**src/rtl/cbm_pkg.sv**
```systemverilog
package cbm_pkg;

    typedef enum logic [1:0] {
        RG_ROM  = 2'd0,
        RG_SRAM = 2'd1,
        RG_CPU  = 2'd2,
        RG_ALT  = 2'd3
    } region_e;

    typedef enum logic [3:0] {
        ST_IDLE,
        ST_PRE_LO,
        ST_PRE_GAP,
        ST_LATCH,
        ST_HOLD,
        ST_TURN,
        ST_READ,
        ST_WRITE,
        ST_RELEASE,
        ST_ACK
    } state_e;

    // nanoseconds to clock cycles, rounded up, never below one
    function automatic int unsigned ns2cyc(longint unsigned hz, longint unsigned ns);
        longint unsigned c;
        c = (ns * hz + 64'd999_999_999) / 64'd1_000_000_000;
        return (c == 0) ? 1 : int'(c);
    endfunction

endpackage

```
**src/rtl/cbm_wait_timer.sv**
```systemverilog
module cbm_wait_timer #(
    parameter int unsigned W = 8
) (
    input  logic         clk,
    input  logic         rst_n,
    input  logic         load,
    input  logic [W-1:0] load_val,
    output logic         expired
);
    logic [W-1:0] cnt;

    always_ff @(posedge clk or negedge rst_n) begin
        if (!rst_n)
            cnt <= '0;
        else if (load)
            cnt <= load_val;
        else if (cnt != '0)
            cnt <= cnt - 1'b1;
    end

    assign expired = (cnt == '0);
endmodule

```
**src/rtl/cbm_sel_decode.sv**
```systemverilog
module cbm_sel_decode
    import cbm_pkg::*;
(
    input  region_e region,
    input  logic    access,
    input  logic    pre_pulse,
    output logic    sel_a_n,
    output logic    sel_b_n
);
    always_comb begin
        sel_a_n = !(pre_pulse || (access && region == RG_SRAM));
        sel_b_n = !(access && !pre_pulse && region == RG_CPU);
    end
endmodule

```
**src/rtl/cart_bus_master.sv**
```systemverilog
module cart_bus_master
    import cbm_pkg::*;
#(
    parameter int unsigned CLK_HZ     = 50_000_000,
    parameter int unsigned ADDR_W     = 22,
    parameter int unsigned DATA_W     = 8,
    parameter int unsigned LE_NS      = 40,
    parameter int unsigned HOLD_NS    = 40,
    parameter int unsigned PRE_NS     = 40,
    parameter int unsigned ROM_RD_NS  = 3000,
    parameter int unsigned RAM_RD_NS  = 120,
    parameter int unsigned SRAM_WE_NS = 240,
    parameter int unsigned CPU_WE_NS  = 740
) (
    input  logic                 clk,
    input  logic                 rst_n,
    input  logic                 req_valid,
    input  logic                 req_write,
    input  logic [1:0]           req_region,
    input  logic [ADDR_W-1:0]    req_addr,
    input  logic [DATA_W-1:0]    req_wdata,
    output logic                 req_ready,
    output logic                 done,
    output logic [DATA_W-1:0]    rdata,
    output logic [DATA_W-1:0]    ad_out,
    output logic                 ad_oe,
    input  logic [DATA_W-1:0]    ad_in,
    output logic [ADDR_W-DATA_W-1:0] addr_hi,
    output logic                 le,
    output logic                 sel_a_n,
    output logic                 sel_b_n,
    output logic                 oe_n,
    output logic                 we_n
);
    localparam int unsigned LE_C      = ns2cyc(CLK_HZ, LE_NS);
    localparam int unsigned HOLD_C    = ns2cyc(CLK_HZ, HOLD_NS);
    localparam int unsigned PRE_C     = ns2cyc(CLK_HZ, PRE_NS);
    localparam int unsigned ROM_RD_C  = ns2cyc(CLK_HZ, ROM_RD_NS);
    localparam int unsigned RAM_RD_C  = ns2cyc(CLK_HZ, RAM_RD_NS);
    localparam int unsigned SRAM_WE_C = ns2cyc(CLK_HZ, SRAM_WE_NS);
    localparam int unsigned CPU_WE_C  = ns2cyc(CLK_HZ, CPU_WE_NS);
    localparam int unsigned SUM_C     = LE_C + HOLD_C + PRE_C + ROM_RD_C
                                      + RAM_RD_C + SRAM_WE_C + CPU_WE_C;
    localparam int unsigned TW        = $clog2(SUM_C + 1);

    state_e              state, nxt;
    logic                r_write;
    region_e             r_region;
    logic [ADDR_W-1:0]   r_addr;
    logic [DATA_W-1:0]   r_wdata;
    logic                t_load, t_exp;
    logic [TW-1:0]       t_val;
    logic                access, pre_pulse;

    // next-state decision
    always_comb begin
        nxt = state;
        unique case (state)
            ST_IDLE:    if (req_valid)
                            nxt = (req_write && req_region == RG_CPU) ? ST_PRE_LO : ST_LATCH;
            ST_PRE_LO:  if (t_exp) nxt = ST_PRE_GAP;
            ST_PRE_GAP: if (t_exp) nxt = ST_LATCH;
            ST_LATCH:   if (t_exp) nxt = ST_HOLD;
            ST_HOLD:    if (t_exp) nxt = r_write ? ST_WRITE : ST_TURN;
            ST_TURN:    nxt = ST_READ;
            ST_READ:    if (t_exp) nxt = ST_RELEASE;
            ST_WRITE:   if (t_exp) nxt = ST_RELEASE;
            ST_RELEASE: nxt = ST_ACK;
            ST_ACK:     nxt = ST_IDLE;
            default:    nxt = ST_IDLE;
        endcase
    end

    // duration of the state being entered
    always_comb begin
        t_load = (nxt != state);
        unique case (nxt)
            ST_PRE_LO, ST_PRE_GAP: t_val = TW'(PRE_C - 1);
            ST_LATCH:              t_val = TW'(LE_C - 1);
            ST_HOLD:               t_val = TW'(HOLD_C - 1);
            ST_READ:               t_val = (r_region == RG_ROM || r_region == RG_ALT)
                                           ? TW'(ROM_RD_C - 1) : TW'(RAM_RD_C - 1);
            ST_WRITE:              t_val = (r_region == RG_CPU)
                                           ? TW'(CPU_WE_C - 1) : TW'(SRAM_WE_C - 1);
            default:               t_val = '0;
        endcase
    end

    cbm_wait_timer #(.W(TW)) u_timer (
        .clk      (clk),
        .rst_n    (rst_n),
        .load     (t_load),
        .load_val (t_val),
        .expired  (t_exp)
    );

    // state register and request capture
    always_ff @(posedge clk or negedge rst_n) begin
        if (!rst_n) begin
            state    <= ST_IDLE;
            r_write  <= 1'b0;
            r_region <= RG_ROM;
            r_addr   <= '0;
            r_wdata  <= '0;
            rdata    <= '0;
        end else begin
            state <= nxt;
            if (state == ST_IDLE && req_valid) begin
                r_write  <= req_write;
                r_region <= region_e'(req_region);
                r_addr   <= req_addr;
                r_wdata  <= req_wdata;
            end
            if (state == ST_READ && t_exp)
                rdata <= ad_in;
        end
    end

    // outputs from state
    always_comb begin
        req_ready = 1'b0;
        done      = 1'b0;
        le        = 1'b0;
        ad_oe     = 1'b0;
        ad_out    = '0;
        oe_n      = 1'b1;
        we_n      = 1'b1;
        access    = 1'b0;
        pre_pulse = 1'b0;
        unique case (state)
            ST_IDLE:    req_ready = 1'b1;
            ST_PRE_LO:  pre_pulse = 1'b1;
            ST_PRE_GAP: ;
            ST_LATCH: begin
                le     = 1'b1;
                ad_oe  = 1'b1;
                ad_out = r_addr[DATA_W-1:0];
                access = 1'b1;
            end
            ST_HOLD: begin
                ad_oe  = 1'b1;
                ad_out = r_addr[DATA_W-1:0];
                access = 1'b1;
            end
            ST_TURN:    access = 1'b1;
            ST_READ: begin
                access = 1'b1;
                oe_n   = 1'b0;
            end
            ST_WRITE: begin
                access = 1'b1;
                we_n   = 1'b0;
                ad_oe  = 1'b1;
                ad_out = r_wdata;
            end
            ST_RELEASE: ;
            ST_ACK:     done = 1'b1;
            default:    ;
        endcase
    end

    assign addr_hi = r_addr[ADDR_W-1:DATA_W];

    cbm_sel_decode u_sel (
        .region    (r_region),
        .access    (access),
        .pre_pulse (pre_pulse),
        .sel_a_n   (sel_a_n),
        .sel_b_n   (sel_b_n)
    );


    idle_levels_chk: assert property (@(posedge clk) disable iff (!rst_n)
        req_ready |-> (!le && !ad_oe && oe_n && we_n && sel_a_n && sel_b_n));


    le_drives_ad_chk: assert property (@(posedge clk) disable iff (!rst_n)
        le |-> ad_oe);


    one_select_chk: assert property (@(posedge clk) disable iff (!rst_n)
        !(!sel_a_n && !sel_b_n));


    turn_gap_chk: assert property (@(posedge clk) disable iff (!rst_n)
        $fell(oe_n) |-> !$past(ad_oe));


    done_pulse_chk: assert property (@(posedge clk) disable iff (!rst_n)
        done |=> !done);


    done_after_release_chk: assert property (@(posedge clk) disable iff (!rst_n)
        done |-> ($past(oe_n) && $past(we_n) && (!$past(oe_n, 2) || !$past(we_n, 2))));


    no_contention_chk: assert property (@(posedge clk) disable iff (!rst_n)
        !(ad_oe && !oe_n));


    one_strobe_chk: assert property (@(posedge clk) disable iff (!rst_n)
        !(!oe_n && !we_n));

endmodule

```
**config.mk**
```make
export PLATFORM = sky130hd
export DESIGN_NAME = cart_bus_master
export DESIGN_NICKNAME = d
export VERILOG_FILES = /design/src/rtl/cbm_pkg.sv /design/src/rtl/cbm_wait_timer.sv /design/src/rtl/cbm_sel_decode.sv /design/src/rtl/cart_bus_master.sv
export SDC_FILE = /design/constraint.sdc
export NUM_CORES = 1
export LEC_CHECK = 0
export BUFFER_PORTS_ARGS = -buffer_cell sky130_fd_sc_hd__buf_4
export CAP_MARGIN = 40
export CORE_MARGIN = 2
export CORE_UTILIZATION = 25
export DETAILED_ROUTE_END_ITERATION = 12
export GPL_TIMING_DRIVEN = 0
export SLEW_MARGIN = 20
export SYNTH_ARGS = -nofsm -noshare
export SYNTH_HDL_FRONTEND = slang
export SYNTH_SLANG_ARGS = --single-unit
export TNS_END_PERCENT = 1
```
**constraint.sdc**
```tcl
create_clock -name clk -period 2.3 [get_ports clk]
set_clock_uncertainty 0.2 [all_clocks]
set_input_delay 0.23 -clock clk [delete_from_list [all_inputs] [get_ports clk]]
set_output_delay 0.23 -clock clk [all_outputs]
set_load 0.05 [all_outputs]
```
# Yosys cells after proc, flatten, opt, wreduce, memory -nomap -nowiden
# Index checks and enable logic that the tools add are counted.
# totals
register_bits	53
latchBits	0
mem_bits_rw	0
romBits	0
input_bits	44
out_inout_bits	38
word_cells	72
mem_count	0
# classes
add_sub_neg	1
multipliers	0
n_div	0
n_lt_le_gt_ge	0
eq_ne	20
shifts	0
n_mux	23
bitwise	0
n_reduce_logical	21
# ops
operator	n
one-hot mux 4 bit (8 select lines)	1
equality test 4 x 3 -> 1 bit, second input constant	7
2-to-1 mux 4 bit	6
2-to-1 mux 8 bit	3
one-hot mux 8 bit (3 select lines)	1
equality test 4 x 2 -> 1 bit, second input constant	4
one-hot mux 8 bit (2 select lines)	1
equality test 4 x 1 -> 1 bit, second input constant	2
equality test 4 bit, second input constant	2
logical NOT 8 bit	1
2-to-1 mux 1 bit	8
nonzero test 8 bit	1
subtractor 8 x 1 -> 8 bit, second input constant	1
equality test 2 bit, second input constant	3
logical AND 1 bit	6
2-to-1 mux 6 bit	1
OR reduction 5 bit	1
logical NOT 4 bit	1
2-to-1 mux 2 bit	2
!= test 4 bit	1
OR reduction 2 bit	2
OR reduction 4 bit	1
logical NOT 1 bit	3
OR reduction 3 bit	1
4 further kinds	5

# Depth between registers and ports, before layout
# Gate-level depths: netlist of the first run.
# depth
word_depth	9
depth_mapped	9
depth_no_buf	8

# Cells and area by module
# Synthesis of the first run repeated with hierarchy kept, for this count alone.
# unflattened
hier_cells	232
hier_area_um2	2861.5
# by_module_without_submodules
mod	n_inst	cells_per_inst	area_each_um2	seq_area_each_um2
cart_bus_master	1	175	2364.8	1126.1
cbm_wait_timer	1	54	476.7	200.2
cbm_sel_decode	1	3	20.0	0.0

# Worst setup path after synthesis of the first run
# OpenSTA, ideal clock, no wires.
# synth_path
kind	flip-flop to flip-flop
from	register state[0]
to	register r_addr[0]
setup_time_ns	0.125
arrival_time_ns	3.162
required_ns	1.975
setup_slack_ns	-1.187
stages_incl_launch_ff	6
n_path_buf	2
period_less_slack_ns	3.487
cell_sequence	dfrtp_1 > buf_6 > nor4_1 > nand2_1 > buf_1 > mux2_2
# synth_via
elab_chain_len	2
# synth_rtl
item	line_no	source
start: declaration	cart_bus_master.sv:46	state_e state, nxt;
start signal: assignment	cart_bus_master.sv:107	state <= nxt;
logical NOT 4 bit	cart_bus_master.sv:108	if (state == ST_IDLE && req_valid) begin
logical AND 1 bit	cart_bus_master.sv:108	
end signal: assignment	cart_bus_master.sv:111	r_addr <= req_addr;
end: declaration	cart_bus_master.sv:49	logic [ADDR_W-1:0] r_addr;
# Every way passes these cells.
# A chain may end at the register's enable or synchronous reset.

# Final worst setup path of the first run
# layout_path
from	register u_timer.cnt[0]
to	register u_timer.cnt[0]
# layout_via
elab_chain_len	7
word_cells_on_any_way	21
cone_classes	add/sub: 1; eq/ne: 7; mux: 9; reduce/logical: 4
# layout_rtl
item	line_no	source
start: declaration	cbm_wait_timer.sv:10	logic [W-1:0] cnt;
start signal: assignment	cbm_wait_timer.sv:16	cnt <= load_val;
start signal: assignment	cbm_wait_timer.sv:18	cnt <= cnt - 1'b1;
logical NOT 8 bit (*)	cbm_wait_timer.sv:21	assign expired = (cnt == '0);
2-to-1 mux 4 bit (on tied branches)	-	
one-hot mux 4 bit (8 select lines) (*)	cart_bus_master.sv:58	unique case (state)
net nxt[0]	cart_bus_master.sv:46	
equality test 4 x 3 -> 1 bit (tied with other cells)	cart_bus_master.sv:77	unique case (nxt)
OR reduction 4 bit (no line)	-	
one-hot mux 8 bit (3 select lines)	cart_bus_master.sv:77	
2-to-1 mux 8 bit	cbm_wait_timer.sv:15	else if (load)
# Mark *: on every way through the listed nets, which the timed path passes. The rest lies on a longest branch. The select of a mux whose other input is x is not followed.

==> flow_summary_export.csv, run 1 <==
group,metric,value,unit
global_routing,antenna_found_initial,0,
floorplanning,core_area,0.0104,mm2
power_and_ir_drop,p_comb_share,10.0,%
power_and_ir_drop,internal_power,1.38,mW
power_and_ir_drop,power.share.sequential,52.8,%
global_routing,grt_use_met2,20.6,%
power_and_ir_drop,switchingPower,0.403,mW
clock_tree,cts_tree,"built",
timing,fmax,404,MHz
timing,hold_violations,0,
timing,slew_viol_final,0,
floorplanning,die-area,0.0117,mm2
finish,drive_gt1_share,51.1,%
critical_path,cp_max_fo,6,
power_and_ir_drop,pwr-share-clk,37.2,%
floorplanning,start_util,26.0,%
placement,io_buffers,81,
drt,vias_per_cell,4.41,
synth,yosys_warnings,0,
global_routing,grt_max_degree,54,
critical_path,cp-start-kind,"register",
synth,postSynthAreaPerCell,12.0,um2
global_routing,gr-usage-met3,2.41,%
drt,dr.pass1.iters,4,
placement,place_inst,443,
critical_path,required,2320,ps
synth,ys_seq_area_share,49.1,%
power_and_ir_drop,p_leak,1.98,nW
critical_path,reg2regPathDepth,8,
finish,final_util,40.1,%
global_routing,grt_pass1_vias,2254,
timing,setup_viol,14,
global_routing,grt_usage,11.5,%
drt,ant_nets,0,
floorplanning,die-width,108,um
finish,num_antenna_cells,0,
clock_tree,clk_transition_reported_paths,100,ps
hold_path,worstHoldPathType,"in -> reg",
drt,num_vias,2186,
hold_path,worstHoldPathCells,3,
clock_tree,cts_max_level,2,
timing,relSlewSlack,53.8,%
outcome,violations,"negative setup slack",
drt,drc_errors,0,
clock_tree,cts-root-buf,"clkbuf_8",
synth,async_flop_share,100,%
clock_tree,clk_path_buf_depth,2,
drt,avgRoutedWirePerCell,13.1,um
global_routing,met1_usage,14.3,%
finish,synthToLayoutAreaGrowth,54.3,%
power_and_ir_drop,vdd_drop_max,229,uV
clock_tree,cts_num_sinks,53,
drt,drtIter0Drc,62,
placement,dpl.hpwl,4520,um
synth,syn-num-nets,273,
synth,synth-edff-count,0,
synth,synth.distinct_cells,48,
finish,layout.cells.most_common_list,"buf_4, dfrtp_1, dlygate4sd3_1",
global_routing,grt-busiest-layer,"met2",
power_and_ir_drop,p_per_area,427,mW/mm2
timing,fin_crit,2470,ps
finish,instances_no_fill,496,
clock_tree,numCtsBuffers,5,
power_and_ir_drop,switching_share,22.6,%
floorplanning,ioPinCount,82,
power_and_ir_drop,power,1.78,mW
critical_path,cp.arrival,2500,ps
finish,nNetsFinal,406,
critical_path,critPathKind,"reg -> reg",
global_routing,grt_pass1_wl,10700,um
synth,syn_inst,226,
outcome,status,"finished with violations",
timing,finalWorstSetupSlack,-174,ps
timing,setup_tns,-802,ps
finish,fin_area,0.00417,mm2
drt,routed_wl,6500,um
clock_tree,clk_latency,310,ps
finish,final_common_cell,"buf_4",
floorplanning,rows,37,
timing,tightest_slew,692,ps
synth,ys_ff_latch,53,
timing,min_period_over_period,108,%
floorplanning,die_h,108,um
flow_run,maxCapViolations,0,
timing,rsz0062_at_grt,"yes",
finish,num-fill-cells,1030,
synth,synthFlopType,"dfrtp_1",
global_routing,grt-ovfl-total,0,
placement,postPlaceCellArea,0.00353,mm2
critical_path,critPathCaptureType,"register",
synth,synth.cell_area,0.00270,mm2
placement,place.gp.congestion,0.820,
-- worst max-delay path, stage by stage (launching register included) --
cell and delay (ps):
dfrtp_1 410, inv_2 70, ha_4 130, or4b_4 530, or4b_4 520, nand3_4 140
a2111oi_4 50, mux2i_1 150, a31oi_1 180
-- routing by layer --
metal,part of all wire (%),wire length (um),up-vias
met5,0,0,-
met4,0.85,55,0
met3,3.4,222,6
met2,53,3420,41
met1,43,2800,1077
li1,-,-,1062
-- metrics by stage --
step,worst slack (ps),hold slack (ps)
2_1_floorplan,-71.0,-266
3_3_place_gp,-255,118
3_5_place_dp,-290,132
4_1_cts,-189,141
5_1_grt,-258,148
6_report,-174,151
-- power by group through the flow --
stage                     Combinational (mW)  Clock (mW)  Sequential [mW]
after CTS                              0.180       0.700            0.942
after global routing                   0.192       0.733            0.943
after detailed placement               0.123           0            0.960
after global placement                 0.121           0            0.960
final                                  0.178       0.663            0.942
after floorplan                      0.00728           0            0.986
-- logic make-up after synthesis --
family	synth area share, %
flops	49.1
compound gates	10.4
xor+xnor	1.94
buf+inv	7.59
mux	17.8
fa+ha+maj	1.39
simple gates	11.8
-- cell usage after synthesis (2+ instances only) --
master / count / area, um2
a21oi_1: 6 / 30.0
a22o_1: 9 / 78.8
a31oi_1: 2 / 12.5
and3_1: 2 / 12.5
buf_1: 3 / 11.3
buf_2: 2 / 10.0
buf_4: 14 / 105
buf_6: 3 / 33.8
clkbuf_1: 3 / 11.3
dfrtp_1: 53 / 1330
ha_1: 3 / 37.5
inv_1: 7 / 26.3
mux2_2: 40 / 450
mux2i_1: 2 / 20.0
nand2_1: 6 / 22.5
nand2b_1: 2 / 12.5
nand3_1: 4 / 20.0
nand3b_1: 4 / 30.0
nor2_1: 12 / 45.0
nor2b_1: 3 / 18.8
nor3_1: 5 / 25.0
o21ai_0: 9 / 45.0
o21ai_1: 2 / 10.0
or4b_4: 2 / 27.5
xnor2_1: 5 / 43.8
-- path summary, 6_finish.rpt --
path | startpoint | endpoint | slack, ps
hold / removal | req_valid | state[0] | 150
max in group asynchronous | rst_n | state[2] | 1090
setup reg to reg | u_timer.cnt[0] | u_timer.cnt[0] | -170
setup / recovery | u_timer.cnt[0] | u_timer.cnt[0] | -170
hold reg to reg | r_addr[9] | r_addr[9] | 310
min in group asynchronous | rst_n | r_addr[16] | 280
-- timing repair --
action                                  in CTS  in global routing
pin swaps                                    3                  1
endpoints found under the setup margin      26                 25
hold buffers                                42                  0
hold endpoints to repair                    94                  0
gates resized for setup                     19                  4
buffers inserted                             5                  0
-- flip-flops by register name, summed over array words and instances, names as in the netlist --
name and flops:
r_write 1, state 4, u_timer.cnt 8, r_region 2, rdata 8, r_wdata 8
r_addr 22
-- area by class of cell --
class	count	area (um2)	area share [%]
multi-input combinational	140	1270	30.4
clock inverter	3	50.0	1.20
clock buffer	5	68.8	1.65
buffer	24	191	4.59
sequential	53	1330	31.8
tap	136	170	4.08
inverter	7	26.3	0.630
timing repair buffer	128	1070	25.6
Power figures use the tool's default switching activity.
==> inputs of run 2 (changes only) <==
- CAP_MARGIN: 40 -> 20
- GPL_TIMING_DRIVEN: 0 -> 1
==> flow_summary_export.csv, run 2 (synthesis gave the netlist of run 1 again) <==
group,metric,value,unit
placement,io_buffers,81,
timing,slew_viol_final,0,
critical_path,worst_path_most_repeated_cell,"or4b_4",
flow_run,maxCapViolations,0,
power_and_ir_drop,p_leak,1.92,nW
floorplanning,die_h,108,um
finish,largest_register_ffs,22,
power_and_ir_drop,p_per_area,403,mW/mm2
outcome,violations,"negative setup slack",
placement,dpl.hpwl,4270,um
critical_path,crit_family,"simple AND/OR/NAND/NOR gates",
placement,postPlaceCellArea,0.00352,mm2
critical_path,reg2regPathDepth,8,
floorplanning,ioPinCount,82,
finish,fin_area,0.00407,mm2
finish,synthToLayoutAreaGrowth,50.3,%
floorplanning,core_area,0.0104,mm2
timing,setup_viol,7,
hold_path,worstHoldPathType,"in -> reg",
outcome,status,"finished with violations",
floorplanning,rows,37,
power_and_ir_drop,power,1.64,mW
timing,finalWorstSetupSlack,-122,ps
drt,drc_errors,0,
power_and_ir_drop,vdd_drop_max,229,uV
finish,multi_input_area,0.00124,mm2
drt,avgRoutedWirePerCell,12.9,um
hold_path,holdPathEnd,"r_addr[20]",
critical_path,r2r-end,"u_timer.cnt[0]",
critical_path,slowest_delay,530,ps
clock_tree,cts_num_sinks,53,
clock_tree,numCtsBuffers,5,
clock_tree,cts-root-buf,"clkbuf_8",
floorplanning,die-width,108,um
clock_tree,clk_transition_reported_paths,100,ps
critical_path,r2r_slack,-120,ps
clock_tree,cts_tree,"built",
placement,place_inst,436,
timing,hold_violations,0,
critical_path,required,2290,ps
finish,layout.cells.most_common_list,"buf_4, dfrtp_1, dlygate4sd3_1",
hold_path,worstHoldPathCells,3,
timing,hold_slack,236,ps
finish,nNetsFinal,399,
critical_path,cp_max_fo,6,
global_routing,grt_pass1_vias,2222,
hold_path,hold_start,"req_valid",
timing,relSlewSlack,53.6,%
placement,place.gp.congestion,0.799,
finish,num_antenna_cells,0,
clock_tree,clk_path_buf_depth,2,
critical_path,critPathKind,"reg -> reg",
drt,ant_nets,0,
global_routing,grt_max_degree,54,
finish,regArea,0.00133,mm2
critical_path,critPathCaptureType,"register",
finish,top_register,"r_addr",
drt,drtIter0Drc,108,
global_routing,grt_pass1_wl,10500,um
drt,num_vias,2137,
global_routing,grt-ovfl-total,0,
critical_path,critPathSlowestCell,"or4b_4",
timing,fmax,413,MHz
placement,dp_slack,-122,ps
finish,instances_no_fill,488,
timing,setup_tns,-567,ps
global_routing,grt_usage,11.2,%
clock_tree,clk_latency,300,ps
global_routing,antenna_found_initial,0,
critical_path,cp.arrival,2410,ps
finish,final_util,39.0,%
critical_path,path_buf_inv,1,
finish,num-fill-cells,1002,
timing,rsz0062_at_grt,"yes",
timing,min_period_over_period,105,%
critical_path,cp-start-kind,"register",
finish,drive_gt1_share,48.6,%
timing,fin_crit,2420,ps
floorplanning,die-area,0.0117,mm2
floorplanning,start_util,26.0,%
critical_path,rr_startpoint,"u_timer.cnt[1]",
drt,dr.pass1.iters,4,
drt,routed_wl,6310,um
finish,final_common_cell,"buf_4",
drt,vias_per_cell,4.38,
timing,tightest_slew,697,ps
clock_tree,cts_max_level,2,
critical_path,path_cells,"inv_1 > ha_2 > or4b_4 > or4b_4 > nand3_4 > a2111oi_4 > mux2i_1 > a31oi_1",
==> run 2: worst max path at each step <==
stage / end / cells past startpoint / from / slack [ps]
final: u_timer.cnt[0] / 8 / u_timer.cnt[1] / -120
after global routing: u_timer.cnt[0] / 8 / u_timer.cnt[0] / -250
after CTS: u_timer.cnt[0] / 8 / u_timer.cnt[1] / -150
after detailed placement: u_timer.cnt[0] / 8 / u_timer.cnt[1] / -120
after global placement: u_timer.cnt[0] / 8 / u_timer.cnt[1] / -90
after floorplan: u_timer.cnt[0] / 8 / u_timer.cnt[0] / -70
==> run 2: metal layers <==
metal	vias to the layer above	track usage (%)	wire, um
li1	1040	-	-
met1	1037	13.6	2760
met2	52	20.1	3210
met3	8	2.59	267
met4	0	2.66	77
met5	-	0	0
==> run 2: power by group <==
part / switching (mW) / internal, mW / leakage (nW)
Combinational: 0.0712 / 0.107 / 1.18
Clock: 0.307 / 0.212 / 0.0412
Sequential: 0.00351 / 0.938 / 0.697
Total: 0.382 / 1.26 / 1.92
==> run 2: worst min-delay path: stages <==
cell,delay [ps]
buf_4,130
nand2_2,170
mux2_2,180
==> run 2: repair_timing <==
action / CTS / global route
endpoints found under the hold margin: 94 / 0
pin swaps: 0 / 2
resized for setup: 5 / 5
endpoints found under the setup margin: 17 / 24
hold buffers: 42 / 0
buffers inserted: 1 / 2
==> run 2: area by class of cell <==
type,count,area share [%]
clock inverter,1,0.215
timing repair buffer,145,30.0
inverter,7,0.646
sequential,53,32.7
clock buffer,6,1.79
multi-input combinational,140,30.5
tap,136,4.19
==> inputs of run 3 (changes only) <==
- SKIP_LAST_GASP: unset -> 1
==> flow_summary_export.csv, run 3 (synthesis gave the netlist of run 1 again) <==
group,metric,value,unit
outcome,violations,"negative setup slack",
finish,synthToLayoutAreaGrowth,49.3,%
floorplanning,core_area,0.0104,mm2
finish,layout.cells.most_common_list,"buf_4, dfrtp_1, dlygate4sd3_1",
power_and_ir_drop,p_comb_share,10.9,%
critical_path,worst_path_most_repeated_cell,"or4b_4",
timing,slew_viol_final,0,
clock_tree,numCtsBuffers,5,
drt,drc_errors,0,
timing,fin_crit,2420,ps
finish,num_antenna_cells,0,
critical_path,critPathSlowestCell,"or4b_4",
power_and_ir_drop,internal_power,1.26,mW
placement,postPlaceCellArea,0.00352,mm2
timing,finalWorstSetupSlack,-124,ps
power_and_ir_drop,power.share.sequential,57.5,%
floorplanning,ioPinCount,82,
outcome,status,"finished with violations",
critical_path,critPathCaptureType,"register",
placement,io_buffers,81,
drt,dr.pass1.iters,4,
power_and_ir_drop,pwr-share-clk,31.6,%
clock_tree,clk_latency,300,ps
floorplanning,start_util,26.0,%
power_and_ir_drop,p_leak,1.92,nW
finish,top_register,"r_addr",
clock_tree,cts-root-buf,"clkbuf_8",
critical_path,slowest_delay,530,ps
hold_path,worstHoldPathType,"in -> reg",
clock_tree,clk_path_buf_depth,2,
critical_path,cp.arrival,2420,ps
global_routing,grt_max_degree,54,
timing,hold_violations,0,
critical_path,cp-start-kind,"register",
timing,setup_tns,-962,ps
finish,nNetsFinal,398,
critical_path,required,2290,ps
global_routing,grt_usage,11.1,%
clock_tree,cts_num_sinks,53,
finish,final_common_cell,"buf_4",
clock_tree,cts_max_level,2,
critical_path,crit_family,"simple AND/OR/NAND/NOR gates",
clock_tree,clk_transition_reported_paths,100,ps
global_routing,grt_pass1_vias,2214,
critical_path,path_buf_inv,1,
finish,drive_gt1_share,47.3,%
power_and_ir_drop,switchingPower,0.381,mW
clock_tree,cts_tree,"built",
timing,relSlewSlack,53.2,%
drt,num_vias,2149,
floorplanning,die-width,108,um
global_routing,grt-ovfl-total,0,
placement,dpl.hpwl,4270,um
global_routing,grt_pass1_wl,10400,um
floorplanning,rows,37,
drt,drtIter0Drc,130,
flow_run,maxCapViolations,0,
timing,fmax,413,MHz
critical_path,path_cells,"inv_1 > ha_2 > or4b_4 > or4b_4 > nand3_4 > a2111oi_4 > mux2i_1 > a31oi_1",
placement,place.gp.congestion,0.799,
finish,final_util,38.8,%
critical_path,critPathKind,"reg -> reg",
timing,setup_viol,16,
finish,num-fill-cells,1006,
timing,rsz0062_at_grt,"yes",
finish,fin_area,0.00404,mm2
timing,min_period_over_period,105,%
drt,avgRoutedWirePerCell,13.0,um
critical_path,cp_max_fo,6,
drt,ant_nets,0,
drt,vias_per_cell,4.41,
power_and_ir_drop,p_per_area,406,mW/mm2
timing,tightest_slew,702,ps
finish,largest_register_ffs,22,
drt,routed_wl,6310,um
power_and_ir_drop,vdd_drop_max,228,uV
floorplanning,die-area,0.0117,mm2
floorplanning,die_h,108,um
power_and_ir_drop,switching_share,23.3,%
global_routing,antenna_found_initial,0,
## run 3: final timing paths
check / from / end / slack (ps) / depth (start not counted)
max: u_timer.cnt[1] / u_timer.cnt[0] / -120 / 8
min: req_valid / r_addr[20] / 240 / 3
max reg2reg: u_timer.cnt[1] / u_timer.cnt[0] / -120 / 8
min reg2reg: rdata[7] / rdata[7] / 300 / 1
max in group asynchronous: rst_n / u_timer.cnt[6] / 1120 / 2
min in group asynchronous: rst_n / r_addr[16] / 300 / 2
## run 3: worst register-to-register path, cell delays in order (launching register included)
cell,delay [ps]
dfrtp_1,390
inv_1,60
ha_2,160
or4b_4,530
or4b_4,520
nand3_4,130
a2111oi_4,50
mux2i_1,180
a31oi_1,90
## run 3: power by group through the flow
| stage | sequential (mW) | clock [mW] | combinational (mW) |
|---|---|---|---|
| 2_1_floorplan | 0.986 | 0 | 0.00728 |
| 3_3_place_gp | 0.960 | 0 | 0.122 |
| 3_5_place_dp | 0.960 | 0 | 0.122 |
| 4_1_cts | 0.942 | 0.548 | 0.179 |
| 5_1_grt | 0.943 | 0.584 | 0.192 |
| 6_report | 0.942 | 0.518 | 0.178 |
## run 3: per-layer routing
layer	vias up	share of wire (%)	GRT usage (%)
li1	1035	-	-
met1	1052	44	13.5
met2	52	51	19.9
met3	10	4.1	2.59
met4	0	1.3	2.66
met5	-	0	0
## run 3: cell type report
type                       instances  area (um2)  area share, %
tap                              136         170           4.21
inverter                           7        26.3          0.651
timing repair buffer             144        1210           30.0
multi-input combinational        140        1220           30.3
clock buffer                       6        72.6           1.80
clock inverter                     1        8.76          0.217
sequential                        53        1330           32.8
## run 3: timing repair
item                                   CTS  global route
pin swaps                                0             1
setup buffers                            1             1
hold buffers                            42             0
gates resized for setup                  2             0
setup endpoints to repair               17            25
endpoints found under the hold margin   94             0
## run 3: per-stage QoR
step                      power [mW]  std cells  hold WS, ps  setup slack, ps
after global placement          1.08        436          127            -87.3
final                           1.64        487          235             -124
after CTS                       1.67        486          242             -146
after floorplan                0.993        226         -266            -71.0
after global routing            1.72        487          245             -254
after detailed placement        1.08        436          122             -122
